File: src/rtl/pipe_ctl_pkg.sv
package pipe_ctl_pkg;

  localparam int IW   = 32;
  localparam int OP_W = 6;
  localparam int RA_W = 5;

  localparam int OP_LSB = IW - OP_W;
  localparam int RS_LSB = OP_LSB - RA_W;
  localparam int RT_LSB = RS_LSB - RA_W;
  localparam int RD_LSB = RT_LSB - RA_W;

  localparam logic [OP_W-1:0] OPC_RR     = 6'b000000;
  localparam logic [OP_W-1:0] OPC_LOAD   = 6'b100011;
  localparam logic [OP_W-1:0] OPC_STORE  = 6'b101011;
  localparam logic [OP_W-1:0] OPC_BEQZ   = 6'b000100;
  localparam logic [2:0]      OPC_IMM_HI = 3'b001;

  localparam logic [IW-1:0] NOP_WORD = '0;

  typedef enum logic [2:0] {
    CLS_OTHER,
    CLS_RR,
    CLS_IMM,
    CLS_LOAD,
    CLS_STORE,
    CLS_BRANCH
  } icls_e;

  typedef struct packed {
    icls_e           cls;
    logic            writes_reg;
    logic            reads_rs;
    logic            reads_rt;
    logic [RA_W-1:0] rs;
    logic [RA_W-1:0] rt;
    logic [RA_W-1:0] dest;
  } idec_t;

endpackage

File: src/rtl/pipe_ctl_decode.sv
module pipe_ctl_decode
  import pipe_ctl_pkg::*;
(
  input  logic [IW-1:0] instr,
  output idec_t         dec
);

  logic [OP_W-1:0] opc;
  icls_e           cls;

  assign opc = instr[OP_LSB +: OP_W];

  always_comb begin
    if (opc == OPC_RR) begin
      cls = CLS_RR;
    end else if (opc == OPC_LOAD) begin
      cls = CLS_LOAD;
    end else if (opc == OPC_STORE) begin
      cls = CLS_STORE;
    end else if (opc == OPC_BEQZ) begin
      cls = CLS_BRANCH;
    end else if (opc[OP_W-1 -: 3] == OPC_IMM_HI) begin
      cls = CLS_IMM;
    end else begin
      cls = CLS_OTHER;
    end
  end

  always_comb begin
    dec.cls        = cls;
    dec.rs         = instr[RS_LSB +: RA_W];
    dec.rt         = instr[RT_LSB +: RA_W];
    dec.writes_reg = 1'b0;
    dec.reads_rs   = 1'b0;
    dec.reads_rt   = 1'b0;
    dec.dest       = instr[RT_LSB +: RA_W];
    unique case (cls)
      CLS_RR: begin
        dec.writes_reg = 1'b1;
        dec.reads_rs   = 1'b1;
        dec.reads_rt   = 1'b1;
        dec.dest       = instr[RD_LSB +: RA_W];
      end
      CLS_IMM: begin
        dec.writes_reg = 1'b1;
        dec.reads_rs   = 1'b1;
      end
      CLS_LOAD: begin
        dec.writes_reg = 1'b1;
        dec.reads_rs   = 1'b1;
      end
      CLS_STORE: begin
        dec.reads_rs   = 1'b1;
        dec.reads_rt   = 1'b1;
      end
      CLS_BRANCH: begin
        dec.reads_rs   = 1'b1;
      end
      default: begin
        dec.writes_reg = 1'b0;
      end
    endcase
  end

endmodule

File: src/rtl/pipe_ctl_interlock.sv
module pipe_ctl_interlock
  import pipe_ctl_pkg::*;
(
  input  idec_t id_dec,
  input  idec_t ex_dec,
  output logic  stall
);

  logic            ex_is_src;
  logic [RA_W-1:0] ld_reg;
  logic            hit_rs;
  logic            hit_rt;

  always_comb begin
    ld_reg    = ex_dec.dest;
    ex_is_src = (ex_dec.cls == CLS_LOAD) && (ld_reg != '0);
    hit_rs    = id_dec.reads_rs && (id_dec.rs == ld_reg);
    hit_rt    = id_dec.reads_rt && (id_dec.rt == ld_reg);
    stall     = ex_is_src && (hit_rs || hit_rt);
  end

endmodule

File: src/rtl/pipe_ctl_stage_regs.sv
module pipe_ctl_stage_regs
  import pipe_ctl_pkg::*;
(
  input  logic          clk,
  input  logic          rst_n,
  input  logic          adv_en,
  input  logic          bubble,
  input  logic [IW-1:0] id_word,
  input  logic          cond_in,
  output logic [IW-1:0] ex_word,
  output logic [IW-1:0] mem_word,
  output logic [IW-1:0] wb_word,
  output logic          cond_q
);

  logic [IW-1:0] ex_word_nx;
  logic [IW-1:0] mem_word_nx;
  logic [IW-1:0] wb_word_nx;
  logic          cond_nx;

  always_comb begin
    ex_word_nx  = ex_word;
    mem_word_nx = mem_word;
    wb_word_nx  = wb_word;
    cond_nx     = cond_q;
    if (adv_en) begin
      ex_word_nx  = bubble ? NOP_WORD : id_word;
      mem_word_nx = ex_word;
      wb_word_nx  = mem_word;
      cond_nx     = cond_in;
    end
  end

  always_ff @(posedge clk or negedge rst_n) begin
    if (!rst_n) begin
      ex_word  <= NOP_WORD;
      mem_word <= NOP_WORD;
      wb_word  <= NOP_WORD;
      cond_q   <= 1'b0;
    end else begin
      ex_word  <= ex_word_nx;
      mem_word <= mem_word_nx;
      wb_word  <= wb_word_nx;
      cond_q   <= cond_nx;
    end
  end

endmodule

File: src/rtl/pipe_ctl_selects.sv
module pipe_ctl_selects
  import pipe_ctl_pkg::*;
(
  input  idec_t           ex_dec,
  input  idec_t           wb_dec,
  input  logic            cond_q,
  output logic            sel_pc_target,
  output logic            sel_a_pc,
  output logic            sel_b_reg,
  output logic            sel_wb_mem,
  output logic [RA_W-1:0] wb_dest,
  output logic            wb_we
);

  always_comb begin
    sel_a_pc  = (ex_dec.cls == CLS_BRANCH);
    sel_b_reg = (ex_dec.cls == CLS_RR);
  end

  always_comb begin
    sel_pc_target = cond_q;
  end

  always_comb begin
    sel_wb_mem = (wb_dec.cls == CLS_LOAD);
    wb_dest    = wb_dec.dest;
    wb_we      = wb_dec.writes_reg && (wb_dec.dest != '0);
  end

endmodule

File: src/rtl/pipe_ctl.sv
module pipe_ctl
  import pipe_ctl_pkg::*;
(
  input  logic            clk,
  input  logic            rst_n,
  input  logic            pipe_en,
  input  logic [IW-1:0]   id_instr,
  input  logic            ex_zero,
  output logic            ld_stall,
  output logic            pc_we,
  output logic            ifid_we,
  output logic            sel_pc_target,
  output logic            sel_a_pc,
  output logic            sel_b_reg,
  output logic            sel_wb_mem,
  output logic [RA_W-1:0] wb_dest,
  output logic            wb_we,
  output logic [IW-1:0]   idex_ir,
  output logic [IW-1:0]   exmem_ir,
  output logic [IW-1:0]   memwb_ir
);

  localparam int NSTG     = 4;
  localparam int STG_ID   = 0;
  localparam int STG_EX   = 1;
  localparam int STG_MEM  = 2;
  localparam int STG_WB   = 3;
  localparam int SYNC_LEN = 2;

  // reset: asserted at once, released through a short flop chain
  logic [SYNC_LEN-1:0] rst_pipe;
  logic                rst_n_s;

  always_ff @(posedge clk or negedge rst_n) begin
    if (!rst_n) begin
      rst_pipe <= '0;
    end else begin
      rst_pipe <= {rst_pipe[SYNC_LEN-2:0], 1'b1};
    end
  end

  assign rst_n_s = rst_pipe[SYNC_LEN-1];

  logic [IW-1:0] stage_word [NSTG];
  idec_t         stage_dec  [NSTG];
  logic          cond_q;
  logic          cond_in;
  logic          bubble;

  assign stage_word[STG_ID]  = id_instr;
  assign stage_word[STG_EX]  = idex_ir;
  assign stage_word[STG_MEM] = exmem_ir;
  assign stage_word[STG_WB]  = memwb_ir;

  for (genvar g = 0; g < NSTG; g++) begin : g_dec
    pipe_ctl_decode u_dec (
      .instr (stage_word[g]),
      .dec   (stage_dec[g])
    );
  end

  pipe_ctl_interlock u_lock (
    .id_dec (stage_dec[STG_ID]),
    .ex_dec (stage_dec[STG_EX]),
    .stall  (ld_stall)
  );

  always_comb begin
    bubble  = ld_stall;
    pc_we   = pipe_en && !ld_stall;
    ifid_we = pipe_en && !ld_stall;
    cond_in = (stage_dec[STG_EX].cls == CLS_BRANCH) && ex_zero;
  end

  pipe_ctl_stage_regs u_regs (
    .clk      (clk),
    .rst_n    (rst_n_s),
    .adv_en   (pipe_en),
    .bubble   (bubble),
    .id_word  (id_instr),
    .cond_in  (cond_in),
    .ex_word  (idex_ir),
    .mem_word (exmem_ir),
    .wb_word  (memwb_ir),
    .cond_q   (cond_q)
  );

  pipe_ctl_selects u_sel (
    .ex_dec        (stage_dec[STG_EX]),
    .wb_dec        (stage_dec[STG_WB]),
    .cond_q        (cond_q),
    .sel_pc_target (sel_pc_target),
    .sel_a_pc      (sel_a_pc),
    .sel_b_reg     (sel_b_reg),
    .sel_wb_mem    (sel_wb_mem),
    .wb_dest       (wb_dest),
    .wb_we         (wb_we)
  );

endmodule

File: config.mk
export PLATFORM = sky130hd
export DESIGN_NAME = pipe_ctl
export DESIGN_NICKNAME = d
export VERILOG_FILES = /design/src/rtl/pipe_ctl_pkg.sv /design/src/rtl/pipe_ctl_decode.sv /design/src/rtl/pipe_ctl_interlock.sv /design/src/rtl/pipe_ctl_stage_regs.sv /design/src/rtl/pipe_ctl_selects.sv /design/src/rtl/pipe_ctl.sv
export SDC_FILE = /design/constraint.sdc
export NUM_CORES = 1
export LEC_CHECK = 0
export BUFFER_PORTS_ARGS = -buffer_cell sky130_fd_sc_hd__buf_4
export CORE_ASPECT_RATIO = 0.9
export CORE_MARGIN = 3
export CORE_UTILIZATION = 40
export DETAILED_ROUTE_END_ITERATION = 8
export GPL_ROUTABILITY_DRIVEN = 0
export PLACE_DENSITY_LB_ADDON = 0.05
export SLEW_MARGIN = 10
export SYNTH_ARGS = -nofsm -noshare
export SYNTH_HDL_FRONTEND = slang
export SYNTH_SLANG_ARGS = --single-unit
File: constraint.sdc
create_clock -name clk -period 3.85 [get_ports clk]
set_input_delay 0.77 -clock clk [delete_from_list [all_inputs] [get_ports clk]]
set_output_delay 0.77 -clock clk [all_outputs]
set_load 0.01 [all_outputs]
# After elaboration in Yosys (flattened, before gate mapping)
# Index checks and enable logic that the tools add are counted.
[totals]
regBits = 99
[classes]
n_eq_ne = 25
n_mux = 21
n_reduce_logical = 17
[ops]
columns = ["op", "count"]
rows = [
  ["== test 6 bit (second input constant)", 6],
  ["2-to-1 mux 3 bit", 12],
  ["2-to-1 mux 32 bit", 1],
  ["== test 3 x 1 -> 1 bit (second input constant)", 6],
  ["== test 6 x 3 -> 1 bit (second input constant)", 3],
  ["zero test 6 bit", 3],
  ["== test 3 x 2 -> 1 bit (second input constant)", 5],
  ["== test 5 bit", 2],
  ["2-to-1 mux 5 bit", 2],
  ["nonzero test 5 bit", 2],
  ["== test 3 bit (second input constant)", 3],
  ["logical AND 1 bit", 7],
  ["2-to-1 mux 2 bit", 3],
  ["OR reduction 5 bit", 1],
  ["2-to-1 mux 1 bit", 3],
  ["OR reduction 3 bit", 1],
  ["OR reduction 2 bit", 1],
  ["zero test 1 bit", 1],
  ["logical OR 1 bit", 1],
]

# Longest topological paths before layout
# Gate-level depths: netlist of the first run.
[logic_depth]
depth_word = 14
ltp_mapped = 10
ltp_nobuf = 7

# By module
# Synthesis of the first run repeated with hierarchy kept, for this count alone.
[unflattened]
hier_cells = 423
hier_area_um2 = 5147.4
[modules_own_cells]
columns = ["module", "seq_area_each_um2", "cells_each", "area_each_um2", "n_inst"]
rows = [
  ["pipe_ctl_stage_regs", 2427.3, 275, 3973.8, 1],
  ["pipe_ctl_decode", 0.0, 37, 290.3, 3],
  ["pipe_ctl_interlock", 0.0, 19, 141.4, 1],
  ["pipe_ctl_selects", 0.0, 12, 83.8, 1],
  ["pipe_ctl", 50.0, 6, 77.6, 1],
]

# Worst setup path after synthesis of the first run
# No wires, ideal clock.
[synth_timing]
path_kind = "input-to-output"
start = "input port id_instr[30]"
end = "output port pc_we"
n_path_buf = 1
setup_slack_ns = 0.830
arrival_time_ns = 2.250
t_required_ns = 3.080
path_stages = 6
path_cell_list = "nand4b_1 > a2111oi_4 > nand3_1 > nor3_1 > nor3_1 > buf_4"
[synth_between]
elab_chain_len = 14
word_cells_on_any_way = 25
cone_classes = "eq/ne: 9; mux: 7; reduce/logical: 9"
[synth_lines]
columns = ["element", "line_no", "source"]
rows = [
  ["start, declared", "pipe_ctl.sv:7", "input logic [IW-1:0] id_instr,"],
  ["== test 3 x 1 -> 1 bit", "pipe_ctl_decode.sv:22", "end else if (opc[OP_W-1 -: 3] == OPC_IMM_HI) begin"],
  ["2-to-1 mux 2 bit", "pipe_ctl_decode.sv:22", ""],
  ["2-to-1 mux 3 bit", "pipe_ctl_decode.sv:20", "end else if (opc == OPC_BEQZ) begin"],
  ["2-to-1 mux 3 bit", "pipe_ctl_decode.sv:18", "end else if (opc == OPC_STORE) begin"],
  ["2-to-1 mux 3 bit", "pipe_ctl_decode.sv:16", "end else if (opc == OPC_LOAD) begin"],
  ["2-to-1 mux 3 bit *", "pipe_ctl_decode.sv:14", "if (opc == OPC_RR) begin"],
  ["== test 3 bit, or another cell as far along", "pipe_ctl_decode.sv:37", "unique case (cls)"],
  ["OR reduction 5 bit (no source line) / OR reduction 2 bit (equally long branches)", "n/a", ""],
  ["2-to-1 mux 1 bit", "pipe_ctl_decode.sv:37", ""],
  ["logical AND 1 bit (on tied branches)", "pipe_ctl_interlock.sv:17, pipe_ctl_interlock.sv:18", ""],
  ["logical OR 1 bit *", "pipe_ctl_interlock.sv:19", "stall = ex_is_src && (hit_rs || hit_rt);"],
  ["logical AND 1 bit *", "pipe_ctl_interlock.sv:19", ""],
  ["zero test 1 bit *", "n/a", ""],
  ["logical AND 1 bit *", "n/a", ""],
  ["end, declared", "pipe_ctl.sv:10", "output logic pc_we,"],
]
# Mark *: on every way between the ends. The rest lies on a longest branch, timed or not.

# Worst setup path after layout of the first run
[layout_timing]
start = "register u_regs.ex_word[30]"
end = "output port ifid_we"
[layout_between]
elab_chain_len = 14
word_cells_on_any_way = 23
cone_classes = "eq/ne: 8; mux: 6; reduce/logical: 9"
[layout_lines]
columns = ["element", "line_no", "source"]
rows = [
  ["start, declared", "pipe_ctl_stage_regs.sv:10", "output logic [IW-1:0] ex_word,"],
  ["start signal, assigned", "pipe_ctl_stage_regs.sv:41", "ex_word <= ex_word_nx;"],
  ["== test 3 x 1 -> 1 bit", "pipe_ctl_decode.sv:22", ""],
  ["2-to-1 mux 2 bit", "pipe_ctl_decode.sv:22", ""],
  ["2-to-1 mux 3 bit", "pipe_ctl_decode.sv:20", ""],
  ["2-to-1 mux 3 bit", "pipe_ctl_decode.sv:18", ""],
  ["2-to-1 mux 3 bit", "pipe_ctl_decode.sv:16", ""],
  ["2-to-1 mux 3 bit *", "pipe_ctl_decode.sv:14", ""],
  ["== test 3 x 1 -> 1 bit", "n/a", ""],
  ["2-to-1 mux 5 bit", "pipe_ctl_decode.sv:37", ""],
  ["== test 5 bit (on tied branches)", "pipe_ctl_interlock.sv:17, pipe_ctl_interlock.sv:18", ""],
  ["logical AND 1 bit (on tied branches)", "pipe_ctl_interlock.sv:17, pipe_ctl_interlock.sv:18", ""],
  ["logical OR 1 bit", "pipe_ctl_interlock.sv:19", ""],
  ["logical AND 1 bit *", "pipe_ctl_interlock.sv:19", ""],
  ["zero test 1 bit *", "pipe_ctl.sv:71", "ifid_we = pipe_en && !ld_stall;"],
  ["logical AND 1 bit *", "pipe_ctl.sv:71", ""],
  ["end, declared", "pipe_ctl.sv:11", "output logic ifid_we,"],
]
# Marks and branches as above.

==> flow_summary.ini, run 1 <==
[layout]
multi_input_area_mm2 = 0.00176
final_util = 0.565
n_fill_cell = 936
layout.area.seq_mm2 = 0.00248
fin_cells = 635
area_growth_pct = 33.6
fin_nets = 537
drive_above_1_share = 0.490
diodes = 0

[synthesis]
syn_inst = 361
synth_top_cell_by_area = dfrtp_1
ys_types = 40
synth_top_area_share = 0.558
syn_nets = 397
synth.most_common_cell = dfrtp_1
ys_seq_elements = 99
synth_common_cells = 99 x dfrtp_1, 70 x mux2_2, 45 x nand2_1, 22 x inv_1, 15 x clkbuf_1
ys.flop_type = dfrtp_1
yosysSeqAreaShare = 0.558
synthTopCellsByArea = dfrtp_1 56%, mux2_2 18%, nand2_1 3.8%
async_flop_share = 1.00
syn_area_mm2 = 0.00444
synth-edff-count = 0
syn-mean-instance-area_um2 = 12.3
yosys_warnings = 0

[placement]
dp_hpwl_mm = 8.11
numPortBuffers = 144
dp.cells = 619

[worst_setup_path]
path_max_fanout = 7
required_ns = 3.08
cp-start-kind = flip-flop
crit_path_end_kind = primary output
critPathKind = flip-flop to primary output
arrival_ns = 2.76
ff2ff_path_depth = 7

[global_routing]
grtUsageTotal = 0.186
grt_max_degree = 82
grt_pass1_vias = 3419
grt_pass1_wl_mm = 18.0
gr-total-overflow = 0
antenna_found_initial = 0

[floorplanning]
die_h_um = 106
initial_core_util = 0.423
rows = 35
die_x_um = 117
core_mm2 = 0.0105
pin_count = 145
dieArea_mm2 = 0.0124

[clock_tree]
post_cts_buffers = 0
post_cts_resized = 0
root_buffer = clkbuf_16
cts_sinks = 99
htree_levels = 3
cts_max_path_buffers = 2
cts_tree = built
cts_buffers = 9
clk_latency_ns = 0.34
cts.clk_slew.worst_paths_ns = 0.07
postCtsHoldBufs = 0

[sta]
hold_violations = 0
slew_viol_final = 0
setup_violations = 0
tightest_slew_ns = 1.05
final.setup.tns_ns = 0
fmax_ghz = 0.284
fin_crit_sh = 0.916
period_needed_ns = 3.53
slew_headroom = 0.302
fin_skew_ns = 0.00625
rsz0062_at_grt = false
whs_ns = 0.201

[detailed_routing]
drc = 0
vias_per_cell = 5.41
num_vias = 3433
ant_nets = 0
drt-initial-drc-count = 236
routedWlPerCell_um = 17.9
wirelength_mm = 11.4
drtPass1Iterations = 5

[pwr]
power.leakage_nw = 2.80
finalPower_mw = 2.87
power_density_mw_per_mm2 = 483
ir_worst_vdd_v = 0.000343

[worst_hold_path]
hold_path_class = input pin to asynchronous set/reset pin

[outcome]
status = finished clean

[job]
drv_cap = 0
## final cells by class
class                           instances  area share
Sequential cell                        99       0.418
Timing Repair Buffer                  151       0.191
Multi-Input combinational cell        218       0.297
Clock inverter                          4     0.00801
Tap cell                              129      0.0272
Inverter                               22      0.0139
Clock buffer                           12      0.0449
## where the power goes
part	internal [mW]	leakage, nW	switching [mW]	total (mW)
clock network	0.555	0.155	0.374	0.928
registers	1.18	1.20	0.141	1.32
logic	0.354	1.44	0.267	0.620
total	2.09	2.80	0.781	2.87
## routing by layer
metal / up-vias / GRT usage / share of wire / wire (um)
met4: 0 / 0.0639 / 0.014 / 165
met1: 1703 / 0.262 / 0.45 / 5180
met3: 14 / 0.0535 / 0.067 / 760
met2: 118 / 0.274 / 0.46 / 5290
li1: 1598 / - / - / -
met5: - / 0 / 0 / 0
## per-stage QoR
stage	setup slack [ns]	area (um2)
floorplan	0.830	4440
global placement	0.704	5620
detailed placement	0.653	5620
CTS	0.298	5930
global route	0.0998	5930
finish	0.323	5930
## final timing paths
check	end	slack, ns	startpoint
min in group clk	rst_pipe[1]	0.35	rst_pipe[0]
worst max-delay path	ifid_we	0.32	u_regs.ex_word[30]
worst min-delay path	rst_pipe[1]	0.20	rst_n
worst min register to register	rst_pipe[1]	0.35	rst_pipe[0]
worst max register to register	u_regs.ex_word[19]	1.39	u_regs.ex_word[30]
max in group asynchronous	u_regs.mem_word[30]	2.52	rst_pipe[1]
## cell families after synthesis
family / synth area share
muxes: 0.178
AOI/OAI and AO/OA: 0.108
xor gates and xnor gates: 0.00197
DFF: 0.558
and+or+nand+nor: 0.107
buffers and inverters: 0.0473
other: 0.000844
## layout by cell type (no fill, tap or decap), types with 2 or more instances in the layout
cell type and n:
nand3_1 11, o221ai_1 4, or4_1 3, buf_4 151, nor2_1 8, nand4_1 2, clkbuf_8 3, mux2_2 70
o32ai_1 13, clkinv_2 2, o22ai_1 4, o211ai_1 3, nor3_4 3, or3_4 2, nand2b_1 4, o2111ai_1 3
a21oi_1 2, clkbuf_16 9, inv_1 22, o21ai_0 3, nor3_1 3, nand2_1 45, a222oi_1 3, o31ai_1 12
dfrtp_1 98, o41ai_1 5
## critical path, stage by stage (launching register included)
cell	delay (ns)
dfrtp_1	0.49
nor3_4	0.36
nand2_2	0.17
inv_1	0.22
o22ai_1	0.11
o21ai_1	0.30
nor3_1	0.08
buf_4	0.17
nor3_1	0.32
buf_4	0.20
## flip-flops by register name, indices dropped and copies added, names as in the netlist
name and cells:
rst_pipe 2, u_regs.cond_q 1, u_regs.ex_word 32, u_regs.mem_word 32, u_regs.wb_word 32
Note: power is estimated with default switching activity, not from simulation.
==> inputs of run 2 (changes only) <==
--- a/config.mk
+++ b/config.mk
@@ -7,2 +7,3 @@
 export LEC_CHECK = 0
+export ABC_AREA = 1
 export BUFFER_PORTS_ARGS = -buffer_cell sky130_fd_sc_hd__buf_4
--- a/constraint.sdc
+++ b/constraint.sdc
@@ -3,2 +3,2 @@
 set_output_delay 0.77 -clock clk [all_outputs]
-set_load 0.01 [all_outputs]
+set_load 0.1 [all_outputs]
==> run 2 against run 1 <==
  * Design area rose by 2.6%
  * Fmax rose by 12%
  * Cell count rose by 29%
  * Critical path type unchanged
  * Critical endpoint is now pc_we
  * Highest routed layer unchanged
==> flow_summary.ini, run 2 <==
[outcome]
status = finished clean

[synthesis]
synth_top_area_share = 0.547
synth-edff-count = 0
syn_area_mm2 = 0.00453
synth_top_cell_by_area = dfrtp_1
synth.most_common_cell = nand2_1
synthTopCellsByArea = dfrtp_1 55%, nand2_1 17%, nand3_2 6.6%
ys.flop_type = dfrtp_1
syn_inst = 532
async_flop_share = 1.00
yosys_warnings = 0
syn_nets = 568
synth_common_cells = 201 x nand2_1, 99 x dfrtp_1, 54 x o21ai_0, 53 x inv_1, 30 x nand3_2
ys_types = 24
syn-mean-instance-area_um2 = 8.52
yosysSeqAreaShare = 0.547
ys_seq_elements = 99

[floorplanning]
pin_count = 145
die_h_um = 107
initial_core_util = 0.414
core_mm2 = 0.0109
rows = 36
die_x_um = 118
dieArea_mm2 = 0.0126

[global_routing]
grt_pass1_vias = 3685
antenna_found_initial = 0
grt_pass1_wl_mm = 19.5
grtUsageTotal = 0.194
gr-total-overflow = 0
grt_max_degree = 95

[clock_tree]
htree_levels = 3
cts_buffers = 9
cts.clk_slew.worst_paths_ns = 0.07
cts_tree = built
cts_max_path_buffers = 2
postCtsHoldBufs = 0
post_cts_resized = 0
post_cts_buffers = 0
clk_latency_ns = 0.34
root_buffer = clkbuf_16
cts_sinks = 99

[layout]
final_util = 0.556
fin_nets = 701
area_growth_pct = 34.4
final_common_cell = nand2_1
diodes = 0
design_area_mm2 = 0.00609
fin_cells = 822
top_regs = u_regs.ex_word (32), u_regs.mem_word (32), u_regs.wb_word (32)
drive_above_1_share = 0.330
mostFrequentLayoutCells = 201 x nand2_1, 148 x buf_4, 92 x dfrtp_1, 51 x inv_1, 51 x o21ai_0

[pwr]
ir_worst_vdd_v = 0.000224
finalPower_mw = 3.70
power.leakage_nw = 3.30
power_density_mw_per_mm2 = 608

[detailed_routing]
drc = 0
wirelength_mm = 11.9
drt-initial-drc-count = 251
num_vias = 3835
routedWlPerCell_um = 14.5
vias_per_cell = 4.67
ant_nets = 0
drtPass1Iterations = 4

[sta]
timing.final.ws_setup_ns = 0.706
period_needed_ns = 3.14
setup_violations = 0
hold_violations = 0
final.setup.tns_ns = 0
tightest_slew_ns = 0.963
rsz0062_at_grt = false
fin_crit_sh = 0.817
whs_ns = 0.201
slew_headroom = 0.358
slew_viol_final = 0
fmax_ghz = 0.318
fin_skew_ns = 0.00534

[worst_hold_path]
hold_path_class = input pin to asynchronous set/reset pin

[worst_setup_path]
path_cells = nor2_4 -> nand2_4 -> nor2_8 -> nand2_2 -> nand2_1 -> nand2_1 -> nand2_1 -> nor2_1 -> nand3_1 -> nand2_1 -> nand2_4 -> clkinvlp_4 -> nor2_4 -> buf_4
r2r-start = u_regs.ex_word[27]
required_ns = 3.08
cpPeakStageDelay_ns = 0.45
ff2ff_path_depth = 14
path_max_fanout = 6
critPathKind = flip-flop to primary output
crit_top_cell = nand2_1
crit_path_end_kind = primary output
timing.rr.end = u_regs.ex_word[31]
arrival_ns = 2.37
cp-start-kind = flip-flop
r2r_slack_ns = 1.55
critPathSlowestCell = dfrtp_2

[job]
drv_cap = 0

[placement]
dp_hpwl_mm = 8.58
post_dp_cell_area_mm2 = 0.00576
dp.cells = 806
numPortBuffers = 144
pre_cts_ws_ns = 0.947
## run 2: changes by cell type after synthesis, moves of 9 or more
| cell | delta |
|---|---|
| o32ai_1 | -13 |
| nor2_1 | +9 |
| nand3_2 | +30 |
| nand2_1 | +156 |
| inv_1 | +31 |
| mux2_2 | -70 |
| nand3_1 | +12 |
| o21ai_0 | +51 |
| o31ai_1 | -12 |
## run 2: cell families (layout without fill, tap and decap cells)
group / count (synthesis) / after routing / synth area share
AOI/OAI and AO/OA: 57 / 57 / 0.0632
buffers and inverters: 80 / 218 / 0.0721
DFF: 99 / 99 / 0.547
other: 1 / 1 / 0.000828
and+or+nand+nor: 295 / 295 / 0.317
## run 2: routing by layer
layer  vias up  global-route usage  wire length (um)
li1       1939                   -                 -
met1      1782               0.285              6060
met2       104               0.284              5210
met3        10              0.0538               561
met4         0              0.0469               114
met5         -                   0                 0
## run 2: worst max-delay path by stage
stage / start / end / slack (ns)
finish: u_regs.ex_word[27] / pc_we / 0.71
global route: u_regs.ex_word[27] / pc_we / 0.56
CTS: u_regs.ex_word[27] / pc_we / 0.69
detailed placement: id_instr[30] / pc_we / 0.95
global placement: id_instr[31] / ifid_we / 0.99
floorplan: u_regs.ex_word[27] / pc_we / -0.25
## run 2: layout make-up
cell class | count | area [um2]
Sequential cell | 99 | 2490
Multi-Input combinational cell | 353 | 1760
Fill cell | 1038 | 4860
Tap cell | 152 | 190
Clock inverter | 6 | 93.8
Timing Repair Buffer | 148 | 1110
Clock buffer | 10 | 239
Inverter | 54 | 206
## run 2: report_power, final
group          switching, mW  total, mW  internal [mW]
clock                  0.394      0.989          0.595
sequential             0.110       1.26           1.15
combinational           1.18       1.45          0.270
total                   1.69       3.70           2.02
## run 2: worst max-delay path: cells and delay by family (launching register included)
kind	cells	cell delay, ns
buf+inv	2	0.38
flops	1	0.45
simple gates	12	1.20
==> inputs of run 3 (changes only) <==
Clock period 3.85 ns to 3.15 ns, I/O delays scaled along.
==> run 3 against run 2 <==
  * Combinational power up 23%
  * Flip-flop and latch count unchanged
  * Sequential power up 22%
  * Critical path type unchanged
  * Largest cell class unchanged
==> flow_summary.ini, run 3 (same netlist as run 2, synthesis figures left out) <==
[layout]
final_util = 0.554
design_area_mm2 = 0.00606
drive_above_1_share = 0.331
area_growth_pct = 33.8
diodes = 0
final_common_cell = nand2_1
top_regs = u_regs.ex_word (32), u_regs.mem_word (32), u_regs.wb_word (32)
mostFrequentLayoutCells = 201 x nand2_1, 149 x buf_4, 92 x dfrtp_1, 51 x inv_1, 51 x o21ai_0
fin_nets = 702

[floorplanning]
die_x_um = 118
dieArea_mm2 = 0.0126
core_mm2 = 0.0109
initial_core_util = 0.414
pin_count = 145
rows = 36
die_h_um = 107

[pwr]
clkPwrFrac = 0.250
power.internal_mw = 2.36
power_density_mw_per_mm2 = 730
p_comb_frac = 0.403
seq_power_share = 0.348
ir_worst_vdd_v = 0.000368
power.leakage_nw = 3.29
switching_share = 0.466
power_switching_mw = 2.06

[sta]
fin_skew_ns = 0.00722
rsz0062_at_grt = false
slew_headroom = 0.388
fmax_ghz = 0.338
setup_violations = 0
period_needed_ns = 2.96
fin_crit_sh = 0.938
slew_viol_final = 0
tightest_slew_ns = 0.918
hold_violations = 0

[worst_setup_path]
r2r_slack_ns = 0.92
timing.rr.end = u_regs.ex_word[31]
ff2ff_path_depth = 14
arrival_ns = 2.33
crit_top_cell = nand2_1
cpPeakStageDelay_ns = 0.45
crit_path_end_kind = primary output
required_ns = 2.52
critPathKind = flip-flop to primary output
path_max_fanout = 6
r2r-start = u_regs.ex_word[27]
cp-start-kind = flip-flop
critPathSlowestCell = dfrtp_2
path_cells = nor2_4 -> nand2_4 -> nor2_8 -> nand2_2 -> nand2_1 -> nand2_1 -> nand2_1 -> nor2_1 -> nand3_1 -> nand2_1 -> nand2_4 -> clkinvlp_4 -> nor2_4 -> buf_4

[detailed_routing]
vias_per_cell = 4.67
wirelength_mm = 12.1
ant_nets = 0
num_vias = 3843
routedWlPerCell_um = 14.7
drc = 0
drtPass1Iterations = 4
drt-initial-drc-count = 310

[global_routing]
grtUsageTotal = 0.196
antenna_found_initial = 0
grt_pass1_wl_mm = 19.7
gr-total-overflow = 0
grt_max_degree = 95
grt_pass1_vias = 3740

[worst_hold_path]
hold_path_class = input pin to asynchronous set/reset pin

[job]
drv_cap = 0

[clock_tree]
cts_buffers = 9
cts_max_path_buffers = 2
root_buffer = clkbuf_16
cts_tree = built
cts.clk_slew.worst_paths_ns = 0.07
htree_levels = 3
clk_latency_ns = 0.34
postCtsHoldBufs = 0
cts_sinks = 99
post_cts_resized = 0
post_cts_buffers = 0

[placement]
dp_hpwl_mm = 8.79
post_dp_cell_area_mm2 = 0.00576
numPortBuffers = 144

[outcome]
status = finished clean
[run 3: changes by cell type in the layout (fill, tap and decap cells not counted)]
| cell | previous run | this run |
|---|---|---|
| clkinv_2 | 1 | 3 |
| buf_4 | 148 | 149 |
| bufinv_16 | 2 | 1 |
| clkbuf_8 | 1 | 0 |
[run 3: worst max-delay path by stage]
stage                                  start      end  slack, ns
after global routing      u_regs.ex_word[29]    pc_we       0.02
after global placement          id_instr[31]  ifid_we       0.57
after CTS                 u_regs.ex_word[27]  ifid_we       0.15
final                     u_regs.ex_word[27]  ifid_we       0.19
after floorplan           u_regs.ex_word[27]    pc_we      -0.81
after detailed placement        id_instr[30]  ifid_we       0.51
[run 3: layout make-up]
class	count	area, um2
Sequential cell	99	2490
Multi-Input combinational cell	353	1760
Clock buffer	9	225
Tap cell	152	190
Fill cell	1046	4880
Timing Repair Buffer	149	1120
Clock inverter	7	73.8
Inverter	54	206
[run 3: power groups by stage]
stage	sequential, mW	combinational (mW)	clock (mW)
after detailed placement	1.56	1.79	0
after floorplan	2.53	0.409	0
after global routing	1.56	1.86	1.19
after global placement	1.56	1.78	0
after CTS	1.54	1.79	1.14
final	1.54	1.78	1.10
[run 3: critical path, delay by kind of cell, from the launching register on]
kind	cells	cell delay, ns
simple gates	12	1.14
flops	1	0.45
buf+inv	2	0.38
[run 3: metrics by stage]
step | std cells | hold WS (ns) | setup WS [ns] | TNS [ns] | power [mW]
3_3_place_gp | 807 | 0.337 | 0.565 | 0 | 3.34
5_1_grt | 823 | 0.0446 | 0.0198 | 0 | 4.61
6_report | 823 | 0.0590 | 0.195 | 0 | 4.43
4_1_cts | 823 | 0.0459 | 0.154 | 0 | 4.48
3_5_place_dp | 807 | 0.340 | 0.513 | 0 | 3.36
2_1_floorplan | 532 | 0.331 | -0.814 | -3.63 | 2.94
[run 3: routing by layer]
metal | share of wire | track usage | vias to the layer above
met2 | 0.44 | 0.299 | 106
met5 | 0 | 0 | -
li1 | - | - | 1943
met4 | 0.0052 | 0.0385 | 0
met1 | 0.48 | 0.278 | 1790
met3 | 0.066 | 0.0612 | 4
